$ cat src/rtl/rank_map_pkg.sv
package rank_map_pkg;

  // Width used for all boundary arithmetic; wide enough for any unit index.
  localparam int CMP_W = 32;

  // Limit in address units; doubled when the channels interleave.
  function automatic logic [CMP_W-1:0] scaled_limit(input logic [CMP_W-1:0] lim,
                                                     input logic ilv);
    return ilv ? (lim << 1) : lim;
  endfunction

  // Half-open window test: lo <= unit < hi.
  function automatic logic span_hit(input logic [CMP_W-1:0] unit,
                                    input logic [CMP_W-1:0] lo,
                                    input logic [CMP_W-1:0] hi);
    return (unit >= lo) && (unit < hi);
  endfunction

endpackage

$ cat src/rtl/rank_regfile.sv
module rank_regfile #(
  parameter int RANK_N = 4,
  parameter int LIM_W  = 8,
  parameter int CFG_AW = 12,
  parameter logic [CFG_AW-1:0] BASE_A = 12'h100,
  parameter logic [CFG_AW-1:0] BASE_B = 12'h180
) (
  input  logic                       clk,
  input  logic                       rst_n,
  input  logic                       cfg_wr,
  input  logic [CFG_AW-1:0]          cfg_addr,
  input  logic [LIM_W-1:0]           cfg_wdata,
  output logic [LIM_W-1:0]           rd_data,
  output logic                       addr_hit,
  output logic [2*RANK_N*LIM_W-1:0]  lim_flat
);
  localparam int SLOT_N = 2 * RANK_N;

  logic [SLOT_N-1:0] slot_sel;
  logic [LIM_W-1:0]  slot_q [SLOT_N];

  for (genvar s = 0; s < SLOT_N; s++) begin : g_slot
    localparam logic [CFG_AW-1:0] OFF = (s < RANK_N) ?
      CFG_AW'(BASE_A + CFG_AW'(s)) : CFG_AW'(BASE_B + CFG_AW'(s - RANK_N));

    assign slot_sel[s] = (cfg_addr == OFF);

    always_ff @(posedge clk or negedge rst_n) begin
      if (!rst_n)                     slot_q[s] <= '0;
      else if (cfg_wr && slot_sel[s]) slot_q[s] <= cfg_wdata;
    end

    assign lim_flat[s*LIM_W +: LIM_W] = slot_q[s];
  end

  assign addr_hit = |slot_sel;

  always_comb begin
    rd_data = '0;
    for (int s = 0; s < SLOT_N; s++) begin
      if (slot_sel[s]) rd_data = rd_data | slot_q[s];
    end
  end
endmodule

$ cat src/rtl/rank_window.sv
module rank_window
  import rank_map_pkg::*;
#(
  parameter int UNIT_W = 11,
  parameter int LIM_W  = 8,
  parameter int RANK_N = 4,
  parameter int SLOT   = 0
) (
  input  logic              ilv,
  input  logic              chan_bit,
  input  logic [UNIT_W-1:0] unit,
  input  logic [LIM_W-1:0]  lim_prev,
  input  logic [LIM_W-1:0]  lim_self,
  output logic              hit
);
  localparam int  RANK_IDX  = SLOT % RANK_N;
  localparam logic CHAN_IDX = (SLOT >= RANK_N);

  logic [CMP_W-1:0] lo_bound;
  logic [CMP_W-1:0] hi_bound;
  logic             lo_is_zero;
  logic             chan_ok;

  // Slot 0 always starts at 0; in interleaved mode every rank 0 does.
  assign lo_is_zero = (SLOT == 0) || (ilv && (RANK_IDX == 0));
  assign lo_bound   = lo_is_zero ? '0 : scaled_limit(CMP_W'(lim_prev), ilv);
  assign hi_bound   = scaled_limit(CMP_W'(lim_self), ilv);
  assign chan_ok    = !ilv || (chan_bit == CHAN_IDX);
  assign hit        = chan_ok && span_hit(CMP_W'(unit), lo_bound, hi_bound);
endmodule

$ cat src/rtl/rank_pick.sv
module rank_pick #(
  parameter int N = 8
) (
  input  logic [N-1:0] hits,
  output logic [N-1:0] first,
  output logic         any
);
  // Isolate the lowest set bit: lowest slot index wins.
  assign first = hits & (~hits + N'(1));
  assign any   = |hits;
endmodule

$ cat src/rtl/rank_map_decoder.sv
module rank_map_decoder #(
  parameter int ADDR_W     = 36,
  parameter int UNIT_SHIFT = 25,
  parameter int ILV_BIT    = 6,
  parameter int RANK_N     = 4,
  parameter int LIM_W      = 8,
  parameter int CFG_AW     = 12,
  parameter logic [CFG_AW-1:0] BASE_A = 12'h100,
  parameter logic [CFG_AW-1:0] BASE_B = 12'h180
) (
  input  logic                clk,
  input  logic                rst_n,
  input  logic                mode_ilv,
  input  logic                cfg_wr,
  input  logic [CFG_AW-1:0]   cfg_addr,
  input  logic [LIM_W-1:0]    cfg_wdata,
  output logic [LIM_W-1:0]    cfg_rdata,
  input  logic                req_valid,
  input  logic [ADDR_W-1:0]   req_addr,
  output logic                dec_valid,
  output logic                dec_chan,
  output logic [2*RANK_N-1:0] dec_cs,
  output logic                dec_miss
);
  localparam int SLOT_N = 2 * RANK_N;
  localparam int UNIT_W = ADDR_W - UNIT_SHIFT;

  logic [SLOT_N*LIM_W-1:0] lim_flat;
  logic [LIM_W-1:0]        rf_rdata;
  logic                    cfg_hit;
  logic [UNIT_W-1:0]       req_unit;
  logic                    chan_bit;
  logic [SLOT_N-1:0]       win_hit;
  logic [SLOT_N-1:0]       pick_cs;
  logic                    pick_any;
  logic                    pick_chan;
  logic                    addr_low_unused;

  rank_regfile #(
    .RANK_N(RANK_N), .LIM_W(LIM_W), .CFG_AW(CFG_AW),
    .BASE_A(BASE_A), .BASE_B(BASE_B)
  ) u_regs (
    .clk(clk), .rst_n(rst_n), .cfg_wr(cfg_wr), .cfg_addr(cfg_addr),
    .cfg_wdata(cfg_wdata), .rd_data(rf_rdata), .addr_hit(cfg_hit),
    .lim_flat(lim_flat)
  );

  assign cfg_rdata = cfg_hit ? rf_rdata : '0;

  assign req_unit = req_addr[ADDR_W-1:UNIT_SHIFT];
  assign chan_bit = req_addr[ILV_BIT];
  assign addr_low_unused = ^{req_addr[UNIT_SHIFT-1:ILV_BIT+1], req_addr[ILV_BIT-1:0]};

  for (genvar s = 0; s < SLOT_N; s++) begin : g_win
    logic [LIM_W-1:0] prev_lim;
    if (s == 0) begin : g_first
      assign prev_lim = '0;
    end else begin : g_rest
      assign prev_lim = lim_flat[(s-1)*LIM_W +: LIM_W];
    end

    rank_window #(
      .UNIT_W(UNIT_W), .LIM_W(LIM_W), .RANK_N(RANK_N), .SLOT(s)
    ) u_win (
      .ilv(mode_ilv), .chan_bit(chan_bit), .unit(req_unit),
      .lim_prev(prev_lim), .lim_self(lim_flat[s*LIM_W +: LIM_W]),
      .hit(win_hit[s])
    );
  end

  rank_pick #(.N(SLOT_N)) u_pick (
    .hits(win_hit), .first(pick_cs), .any(pick_any)
  );

  assign pick_chan = |pick_cs[SLOT_N-1:RANK_N];

  always_ff @(posedge clk or negedge rst_n) begin
    if (!rst_n) begin
      dec_valid <= 1'b0;
      dec_chan  <= 1'b0;
      dec_cs    <= '0;
      dec_miss  <= 1'b0;
    end else begin
      dec_valid <= req_valid;
      dec_chan  <= req_valid && pick_chan;
      dec_cs    <= req_valid ? pick_cs : '0;
      dec_miss  <= req_valid && !pick_any;
    end
  end
endmodule

$ cat config.mk
export PLATFORM = sky130hd
export DESIGN_NAME = rank_map_decoder
export DESIGN_NICKNAME = d
export VERILOG_FILES = /design/src/rtl/rank_map_pkg.sv /design/src/rtl/rank_regfile.sv /design/src/rtl/rank_window.sv /design/src/rtl/rank_pick.sv /design/src/rtl/rank_map_decoder.sv
export SDC_FILE = /design/constraint.sdc
export NUM_CORES = 1
export LEC_CHECK = 0
export ABC_AREA = 1
export BUFFER_PORTS_ARGS = -buffer_cell sky130_fd_sc_hd__buf_2
export CORE_ASPECT_RATIO = 1.75
export CORE_UTILIZATION = 54
export DETAILED_ROUTE_END_ITERATION = 10
export PLACE_DENSITY_LB_ADDON = 0.25
export SYNTH_ARGS = -nofsm -noshare
export SYNTH_HDL_FRONTEND = slang
export SYNTH_SLANG_ARGS = --single-unit
$ cat constraint.sdc
create_clock -name clk -period 3.95 [get_ports clk]
set_input_delay 0.395 -clock clk [delete_from_list [all_inputs] [get_ports clk]]
set_output_delay 0.395 -clock clk [all_outputs]
set_load 0.1 [all_outputs]
# Word level (Yosys, flattened, before mapping)
# Cells that the tools add are included.
# op_classes
eq_ne	8
bitwise_logic	10
muxes	19
n_addsub	1
magnitude_cmp	16
reduce_logical	33
# ops
cell	count
$ge 11x32->1	5
$lt 11x32->1	4
$eq 12x9->1 const B	8
$mux 8	11
$mux 9	8
$or 8x8->8	7
$lt 11x9->1	4
$logic_and 1x1->1	26
$ge 11x9->1	2
$reduce_or 8->1	2
$ge 11x1->1 const B	1
$add 8x1->8 const B	1
$and 8x8->8	1
$not 8->8	1
$reduce_or 4->1	1
$logic_not 1->1	2
$logic_or 1x1->1	2
$not 1->1	1
# totals
ff_bits	75
out_inout_bits	19

# Logic depth before layout (Yosys ltp)
# Gate-level depths: netlist of the first run.
# logic_depth
ltp_word	17
ltp_mapped	18

# Hierarchy
# Synthesis of the first run repeated with hierarchy kept, for this count alone.
# unflattened
hier_cells	1312
hier_area_um2	8675.8
# modules_own_cells
module	area_each_um2	cells_each	instances
rank_regfile	3535.9	445	1
rank_window (g_win[1].u_win ...)	618.1	108	3
rank_window (g_win[5].u_win ...)	614.3	106	3
rank_window (g_win[4].u_win)	595.6	102	1
rank_map_decoder	435.4	51	1
rank_window (g_win[0].u_win)	300.3	49	1
rank_pick	111.4	23	1

# Worst setup path after synthesis of the first run
# OpenSTA, ideal clock, no wires.
# synth_path
path_type	input to output
start	input port cfg_addr[11]
end	output port cfg_rdata[7]
path_stages	9
path_buffers	0
path_slack_ps	1574
required_time_ps	3555
arrival_ps	1981
cell_sequence	nor2_1 -> nand2_2 -> inv_2 -> nand4_4 -> nor2_4 -> inv_2 -> nand4_1 -> o21ai_0 -> nand3_1
# synth_via
elab_chain_len	17
word_cells_on_any_way	25
classes_between	8 x eq/ne; 9 x mux; 7 x bitwise; 1 x reduce/logical
# synth_rtl
element	line_no	text
start, declared	rank_map_decoder.sv:15	input logic [CFG_AW-1:0] cfg_addr,
$eq 12x9->1	rank_regfile.sv:26	assign slot_sel[s] = (cfg_addr == OFF);
$mux 8	rank_regfile.sv:41	if (slot_sel[s]) rd_data = rd_data | slot_q[s];
$or 8x8->8	rank_regfile.sv:41	
$mux 8	rank_regfile.sv:41	
$or 8x8->8	rank_regfile.sv:41	
$mux 8	rank_regfile.sv:41	
$or 8x8->8	rank_regfile.sv:41	
$mux 8	rank_regfile.sv:41	
$or 8x8->8	rank_regfile.sv:41	
$mux 8	rank_regfile.sv:41	
$or 8x8->8	rank_regfile.sv:41	
$mux 8	rank_regfile.sv:41	
$or 8x8->8	rank_regfile.sv:41	
$mux 8	rank_regfile.sv:41	
$or 8x8->8	rank_regfile.sv:41	
$mux 8	rank_regfile.sv:41	
$mux 8 (*)	rank_map_decoder.sv:48	assign cfg_rdata = cfg_hit ? rf_rdata : '0;
end, declared	rank_map_decoder.sv:17	output logic [LIM_W-1:0] cfg_rdata,
# Mark *: on every way between the ends. The rest lies on a longest branch, timed or not.

# Worst setup path after layout of the first run
# layout_path
start	input port mode_ilv
end	register dec_cs[7]
# layout_via
elab_chain_len	8
word_cells_on_any_way	47
classes_between	1 x add/sub; 15 x order compare; 10 x mux; 2 x bitwise; 19 x reduce/logical
# layout_rtl
element	line_no	text
start, declared	rank_map_decoder.sv:13	input logic mode_ilv,
$mux 9 or $mux 8 (tied branches)	rank_map_pkg.sv:9, rank_window.sv:26	
$lt 11x32->1 (tied with other cells)	rank_map_pkg.sv:16	return (unit >= lo) && (unit < hi);
$logic_and 1x1->1	rank_map_pkg.sv:16	
$logic_and 1x1->1	rank_window.sv:29	assign hit = chan_ok && span_hit(CMP_W'(unit), lo_bound, hi_bound);
$not 8->8	rank_pick.sv:9	assign first = hits & (~hits + N'(1));
$add 8x1->8	rank_pick.sv:9	
$and 8x8->8 (*)	rank_pick.sv:9	
$mux 8 (*)	rank_map_decoder.sv:86	dec_cs <= req_valid ? pick_cs : '0;
end signal, assigned	rank_map_decoder.sv:86	
end, declared	rank_map_decoder.sv:22	output logic [2*RANK_N-1:0] dec_cs,
# Marks and branches as above.
# A chain may end at the register's enable or synchronous reset.

==> results of run 1 <==
[cells in the mapped netlist (6+ instances only)]
cell type    n  area (µm²)
inv_1       98       367.9
o22ai_1     15       93.84
ha_1        78       975.9
o21ai_1     37       185.2
nand2_1    265       994.7
buf_6        6       67.56
inv_2       10       37.54
nand4_1     11       68.82
nand3_1     33       165.2
nand2_2     11       68.82
dfrtp_1     75        1877
buf_1        6       22.52
nor3_1       7       35.03
clkbuf_1     6       22.52
nor2_2       8       50.05
o21ai_0     84       420.4
nor2_1      50       187.7
nor2_4       6       67.56
a21oi_1     23       115.1
[final cells by class]
| class | instances | share of cell area (%) |
|---|---|---|
| Clock buffer | 9 | 3.333 |
| Clock inverter | 7 | 0.8704 |
| Inverter | 108 | 6.000 |
| Multi-Input combinational cell | 658 | 55.35 |
| Sequential cell | 75 | 27.78 |
| Tap cell | 132 | 2.444 |
| Timing Repair Buffer | 56 | 4.222 |
[layout by cell type (no fill, tap or decap), drive strengths merged]
cell type	netlist	layout
clkbuf	6	9
o21ai	121	121
nand3b	1	1
clkinv	0	1
o31ai	2	2
o22ai	15	15
ha	78	78
o21bai	1	1
o21a	5	5
nor2	64	64
nand2	277	277
inv	108	113
a21o	3	3
a211oi	4	4
buf	17	56
nand3	34	34
nor3b	1	1
nor3	8	8
a21oi	23	23
dfrtp	75	75
a21boi	3	3
nand4	15	15
mux2i	3	3
clkinvlp	0	1
[worst min path at each step]
stage	from	to	slack, ns	depth (start not counted)
after CTS	req_valid	dec_valid	0.21	1
final	rst_n	dec_cs[7]	0.19	1
after global placement	u_regs.lim_flat[51]	u_regs.lim_flat[51]	0.47	2
after floorplan	rst_n	dec_chan	0.1	0
after detailed placement	u_regs.lim_flat[24]	u_regs.lim_flat[24]	0.48	2
after global routing	req_valid	dec_valid	0.22	1
[per-stage QoR]
step                      area (µm²)  power, mW  worst slack [ns]
after global routing            6756      2.009            0.9989
after CTS                       6756      1.925             1.303
after global placement          6472      1.122             1.019
final                           6756      1.914             1.280
after detailed placement        6472      1.129            0.9578
after floorplan                 6165      1.023             1.574
[state kept, by name (all words and copies together) (netlist names)]
register and cells:
dec_chan 1, dec_miss 1, u_regs.lim_flat 64, dec_valid 1
dec_cs 8
[cell families (layout without fill, tap and decap cells)]
family | count (synthesis) | after routing | share of synthesized area [%]
compound gates | 177 | 177 | 15.65
mux | 3 | 3 | 0.4871
buf+inv | 131 | 180 | 8.890
flops | 75 | 75 | 30.44
fa+ha+maj | 78 | 78 | 15.83
simple gates | 400 | 400 | 28.70
[per-layer routing]
layer	global-route usage, %	vias up
met3	4.508	74
met5	0	-
li1	-	2933
met2	52.55	215
met1	37.67	2643
met4	18.60	0
[where the power goes]
part           internal [mW]  switching (mW)
sequential             0.775         0.00379
combinational          0.106           0.231
clock                  0.438           0.361
total                   1.32           0.596
[worst max-delay path: stages]
cell and delay, ns:
buf_2 0.36, buf_4 0.57, o21ai_0 0.21, ha_1 0.31, inv_1 0.03, o21bai_1 0.12, nand2_1 0.06, nand2_1 0.06
nand2_1 0.04, nand2_1 0.08, nand2_1 0.08, nand3_1 0.11, nand2_1 0.09, nor2_2 0.18, nand3_1 0.11, nor2_1 0.11
==> reports/summary.txt, run 1 <==
Worst VDD drop -> 237.9 µV
startpoint types -> input pin
layout cells sized above 1 -> 12.81%
worst skew pair latency -> 0.34 ns
static leakage -> 3.405 nW
Hold Violations, Final -> 0
Bufs on Longest Clock Path -> 2
Post-Syn Area -> 6165 µm²
DRT antenna net count -> 0
Die H -> 143.3 µm
type of the tightest min-delay check -> input pin to async pin
outcome -> completed
n_diodes -> 0
DRC Markers -> 0
top routing layer in use -> met4
Slew HR -> 35.75%
Via-to-Cell Ratio -> 5.612
Crit. End Element -> flip-flop
Setup Viol. Count Final -> 0
Maximum Capacitance Violations -> 0
largest net degree at the start of global routing -> 76
Setup crit end -> dec_cs[7]
f_max -> 0.3745 GHz
Finished Layout Cells -> 1045
CTS resizes -> 0
Core ar. -> 11100 µm²
detail-routed net length per standard cell -> 16.49 µm
synthesized instance count -> 864
hold buffers post-CTS -> 0
Tcrit/Tclk final -> 67.60%
final net count -> 1047
min Tclk post-route -> 2.670 ns
fin util -> 60.85%
placed insts -> 1029
Die ar. -> 11860 µm²
R2R depth -> 17
critical path fanouts, max -> 70
Async SR Flop Fraction -> 100.0%
GRT overflow -> 0
DIE WIDTH -> 82.77 µm
Ys Warns -> 0
RR Endpoint -> dec_cs[7]
layout filler cell count -> 1064
WL final -> 17230 µm
Worst setup startpoint -> mode_ilv
Hold Slack -> 0.1897 ns
CTS Buf Count -> 9
Syn-to-layout area delta -> 9.600%
Setup CP Type -> input pin to flip-flop
DR WL met3 -> 955 µm
CTS sink cnt -> 75
row count -> 51
Starting DRT DRC Count -> 335
DR pass1 iterations -> 6
metal2 WL -> 8438 µm
Critical Path RT -> 4.22 ns
clk slew on worst S/H paths -> 0.07 ns
Seq/Total Area, Yosys -> 30.44%
global-route wire length before repair -> 27530 µm
RR Startpoint -> u_regs.lim_flat[10]
vias in the first global route -> 5543
fin. max-slew vios -> 0
post-CTS setup buffers -> 0
pwr dens -> 283.3 nW/µm²
initial core utilization -> 55.52%
DP Wirelength -> 13340 µm
IO Pins -> 80
syn nets -> 1003
Worst R2R Setup Slack -> 1.82 ns
clock skew -> 0.006765 ns
Worst EP arrival -> 2.94 ns
RSZ-0062 raised after global routing -> false
area of the multi-input gates -> 3740 µm²
CTS tree -> done
port buffer count -> 55
Worst-Margin Slew -> 0.9637 ns
setup tns final -> 0 ns
EDFF count, synth -> 0
synthesized flop and latch total -> 75
antenna violations before repair -> 0
met1 WL -> 6779 µm
DR vias -> 5865
GRT Total Usage -> 31.59%
Yosys cell types -> 35
GP Congestion -> 0.9920
top_reg_cell synth -> dfrtp_1
Mapped Avg Cell Area -> 7.135 µm²
FF+latch area -> 1877 µm²
CTS HTree Levels -> 3
Clock Root Buffer -> clkbuf_16
Power figures use the tool's default switching activity.
==> run 2: changes to the inputs <==
--- a/config.mk
+++ b/config.mk
@@ -5,10 +5,10 @@
 export SDC_FILE = /design/constraint.sdc
 export NUM_CORES = 1
 export LEC_CHECK = 0
-export ABC_AREA = 1
+export ABC_AREA = 0
 export BUFFER_PORTS_ARGS = -buffer_cell sky130_fd_sc_hd__buf_2
 export CORE_ASPECT_RATIO = 1.75
-export CORE_UTILIZATION = 54
+export CORE_UTILIZATION = 53
 export DETAILED_ROUTE_END_ITERATION = 10
 export PLACE_DENSITY_LB_ADDON = 0.25
 export SYNTH_ARGS = -nofsm -noshare
==> constraint.sdc (replaced) <==
create_clock -name clk -period 2.4 [get_ports clk]
set_input_delay 0.24 -clock clk [delete_from_list [all_inputs] [get_ports clk]]
set_output_delay 0.24 -clock clk [all_outputs]
set_load 0.1 [all_outputs]
==> reports/summary.txt, run 2 <==
startpoint types -> flip-flop
Slew HR -> 34.88% (-0.87 points)
DR vias -> 4918 (-16%)
top_reg_cell synth -> dfrtp_1
Bufs on Longest Clock Path -> 2 (unchanged)
vias in the first global route -> 5232 (-5.6%)
largest net degree at the start of global routing -> 76 (unchanged)
Worst path depth -> 8 (-8)
critical path fanouts, max -> 4 (-94%)
Worst R2R Setup Slack -> -0.01 ns (-1.83 ns)
clock skew -> 0.004503 ns (-0.002261 ns)
R2R depth -> 8 (-9)
f_max -> 0.4147 GHz
Combinational Power Share -> 16.6% (-1.0 points)
static leakage -> 3.362 nW (-1.3%)
sequential power share -> 41.1% (+0.4 points)
Ys Warns -> 0 (unchanged)
initial core utilization -> 54.44% (-1.1 points)
Critical Path RT -> 2.66 ns (-1.56 ns)
CTS tree -> done
area fraction in compound gates after synthesis -> 11.09% (-4.6 points)
Tcrit/Tclk final -> 100.5%
fin worst setup slack -> -0.01165 ns (-1.291 ns)
synthesized flop and latch total -> 75 (unchanged)
detail-routed net length per standard cell -> 22.37 µm (+36%)
DR WL met3 -> 744 µm (-22%)
DP Wirelength -> 13150 µm (-1.4%)
Adder-Cell Fraction of Synth Area -> 16.86% (+1.0 points)
Worst-Margin Slew -> 0.9768 ns (+0.01309 ns)
placed insts -> 740 (-28%)
Crit. End Element -> flip-flop
Yosys cell types -> 52 (+49%)
Internal Power -> 2.191 mW (+66%)
CTS Buf Count -> 9 (unchanged)
largest family of logic cells by synthesized area -> multiplexers
Setup CP Type -> flip-flop to flip-flop
final net count -> 763 (-27%)
crit path max-delay cell type -> or4_4
DRC Markers -> 0 (unchanged)
met1 WL -> 6377 µm (-5.9%)
Sw Ratio -> 29.77% (-1.4 points)
WL final -> 16980 µm (-1.4%)
top routing layer in use -> met4
commonest non-fill, non-tap cell in the layout -> ha_1
Async SR Flop Fraction -> 100.0% (unchanged)
Synth area leaders -> dfrtp_1 32%, ha_1 17%, mux2_2 13%
GRT overflow -> 0 (unchanged)
Syn-to-layout area delta -> 21.12%
GRT Total Usage -> 32.00% (+0.41 points)
Post-Syn Area -> 5789 µm² (-6.1%)
GP Congestion -> 0.9494 (-4.3%)
Hold Violations, Final -> 0 (unchanged)
syn nets -> 658 (-34%)
CP delay by family, top -> compound AO/OA/AOI/OAI gates
buffer and inverter count on the worst path -> 0 (-3)
IO Pins -> 80 (unchanged)
fin. max-slew vios -> 0 (unchanged)
Starting DRT DRC Count -> 296 (-12%)
DR pass1 iterations -> 5 (-1)
area share of xor/xnor cells in the synthesized design -> 0% (unchanged)
DRT antenna net count -> 0 (unchanged)
synthesized instance count -> 519 (-40%)
layout cells sized above 1 -> 36.57% (+24 points)
Core ar. -> 10640 µm² (-4.2%)
Mapped Avg Cell Area -> 11.15 µm² (+56%)
clock power share -> 42.3% (+0.6 points)
Die H -> 140.3 µm (-2.1%)
RSZ-0062 raised after global routing -> true
Setup Viol. Count Final -> 1 (+1)
port buffer count -> 55 (unchanged)
EDFF count, synth -> 0 (unchanged)
top cell type's share of synthesized area -> 32.42% (+2.0 points)
Via-to-Cell Ratio -> 6.480 (+15%)
max reg flops -> 64 (unchanged)
global-route wire length before repair -> 26570 µm (-3.5%)
CP Cell Sequence -> mux2i_1 -> ha_1 -> nor2b_1 -> o211ai_1 -> a21oi_1 -> or4_4 -> o211a_1 -> a211oi_2
worst skew pair latency -> 0.34 ns (about the same)
min Tclk post-route -> 2.412 ns
n_diodes -> 0 (unchanged)
type of the tightest min-delay check -> input pin to async pin
simple-gate share of the synthesized area -> 10.83% (-18 points)
row count -> 50 (-2.0%)
Finished Layout Cells -> 759 (-27%)
Maximum Capacitance Violations -> 0 (unchanged)
hold buffers post-CTS -> 0 (unchanged)
Worst EP arrival -> 2.67 ns (-0.27 ns)
leading area contributor after synthesis -> dfrtp_1
metal2 WL -> 8638 µm (+2.4%)
most common library cells after synthesis -> 78 x ha_1, 75 x dfrtp_1, 67 x mux2_2
CTS HTree Levels -> 3 (unchanged)
clk slew on worst S/H paths -> 0.06 ns (about the same)
Clock Root Buffer -> clkbuf_16
Seq/Total Area, Yosys -> 32.42% (+2.0 points)
pwr dens -> 445.0 nW/µm² (+57%)
DIE WIDTH -> 81.01 µm (-2.1%)
outcome -> complete, but fails checks
Die ar. -> 11360 µm² (-4.2%)
top-count cell post-synth -> ha_1
mux share of post-synthesis cell area -> 27.43% (+27 points)
violated checks -> setup timing
antenna violations before repair -> 0 (unchanged)
Worst VDD drop -> 452.7 µV (+90%)
total net switching power -> 0.9291 mW (+56%)
most frequent cells in the layout -> 78 x ha_1, 75 x dfrtp_1, 67 x mux2_2
Place WS -> -0.2170 ns (-1.175 ns)
worst stage delay on the critical path -> 0.56 ns (about the same)
CTS sink cnt -> 75 (unchanged)
run 2: cell count changes after synthesis, moves of 10 or more:
cell,change
nor2_1,-23
o21ai_0,-76
o22ai_1,-14
mux2i_1,+51
nor2b_1,+13
mux2_2,+67
mux4_2,+13
inv_1,-94
nand2_2,-11
inv_2,-10
nand2_1,-227
a211oi_1,+10
nand3_1,-22
o21ai_1,-37
run 2: path summary, 6_finish.rpt:
path,endpoint,from
setup / recovery,dec_chan,u_regs.lim_flat[32]
hold / removal,u_regs.lim_flat[24],rst_n
setup reg to reg,dec_chan,u_regs.lim_flat[32]
hold reg to reg,u_regs.lim_flat[48],u_regs.lim_flat[48]
max in group asynchronous,u_regs.lim_flat[30],rst_n
min in group clk,dec_valid,req_valid
run 2: routing by layer:
layer  up-vias  GRT usage, %
li1       2211             -
met1      2437         36.26
met2       193         53.07
met3        77         4.169
met4         0         24.15
met5         -             0
run 2: repair_timing:
action                     in CTS  in global routing
pin swaps                       0                  5
setup buffers                   2                  1
gates resized for setup         2                  7
setup endpoints to repair       4                  7
run 2: area by class of cell:
class,instances,area (µm²)
sequential,75,1877
multi-input combinational,424,3910
tap,130,162.7
clock inverter,7,56.30
timing repair buffer,109,762.0
clock buffer,9,225.2
inverter,5,18.77
fill,846,3623
run 2: power by group through the flow:
stage	Sequential (mW)	Combinational, mW	Clock, mW
after detailed placement	1.31	0.503	0
after global placement	1.30	0.481	0
after global routing	1.28	0.563	1.39
after CTS	1.28	0.507	1.33
final	1.28	0.518	1.32
after floorplan	1.35	0.251	0
run 2: cell families (layout without fill, tap and decap cells):
kind of cell	Yosys count	in the layout
fa+ha+maj	78	78
mux	134	134
flops	75	75
compound gates	88	88
simple gates	124	124
buf+inv	20	130
run 2: stage by stage:
stage | setup TNS (ns) | util (%) | hold WS [ns] | power, mW | instance area (µm²)
floorplan | -0.5064 | - | -0.05559 | 1.599 | 5863
global placement | -0.8535 | 62.59 | 0.3970 | 1.785 | 6656
detailed placement | -1.283 | 62.59 | 0.4007 | 1.808 | 6656
CTS | 0 | 65.47 | 0.05226 | 3.115 | 6963
global route | -0.7398 | 65.93 | 0.06198 | 3.238 | 7012
finish | -0.01165 | 65.93 | 0.04487 | 3.121 | 7012
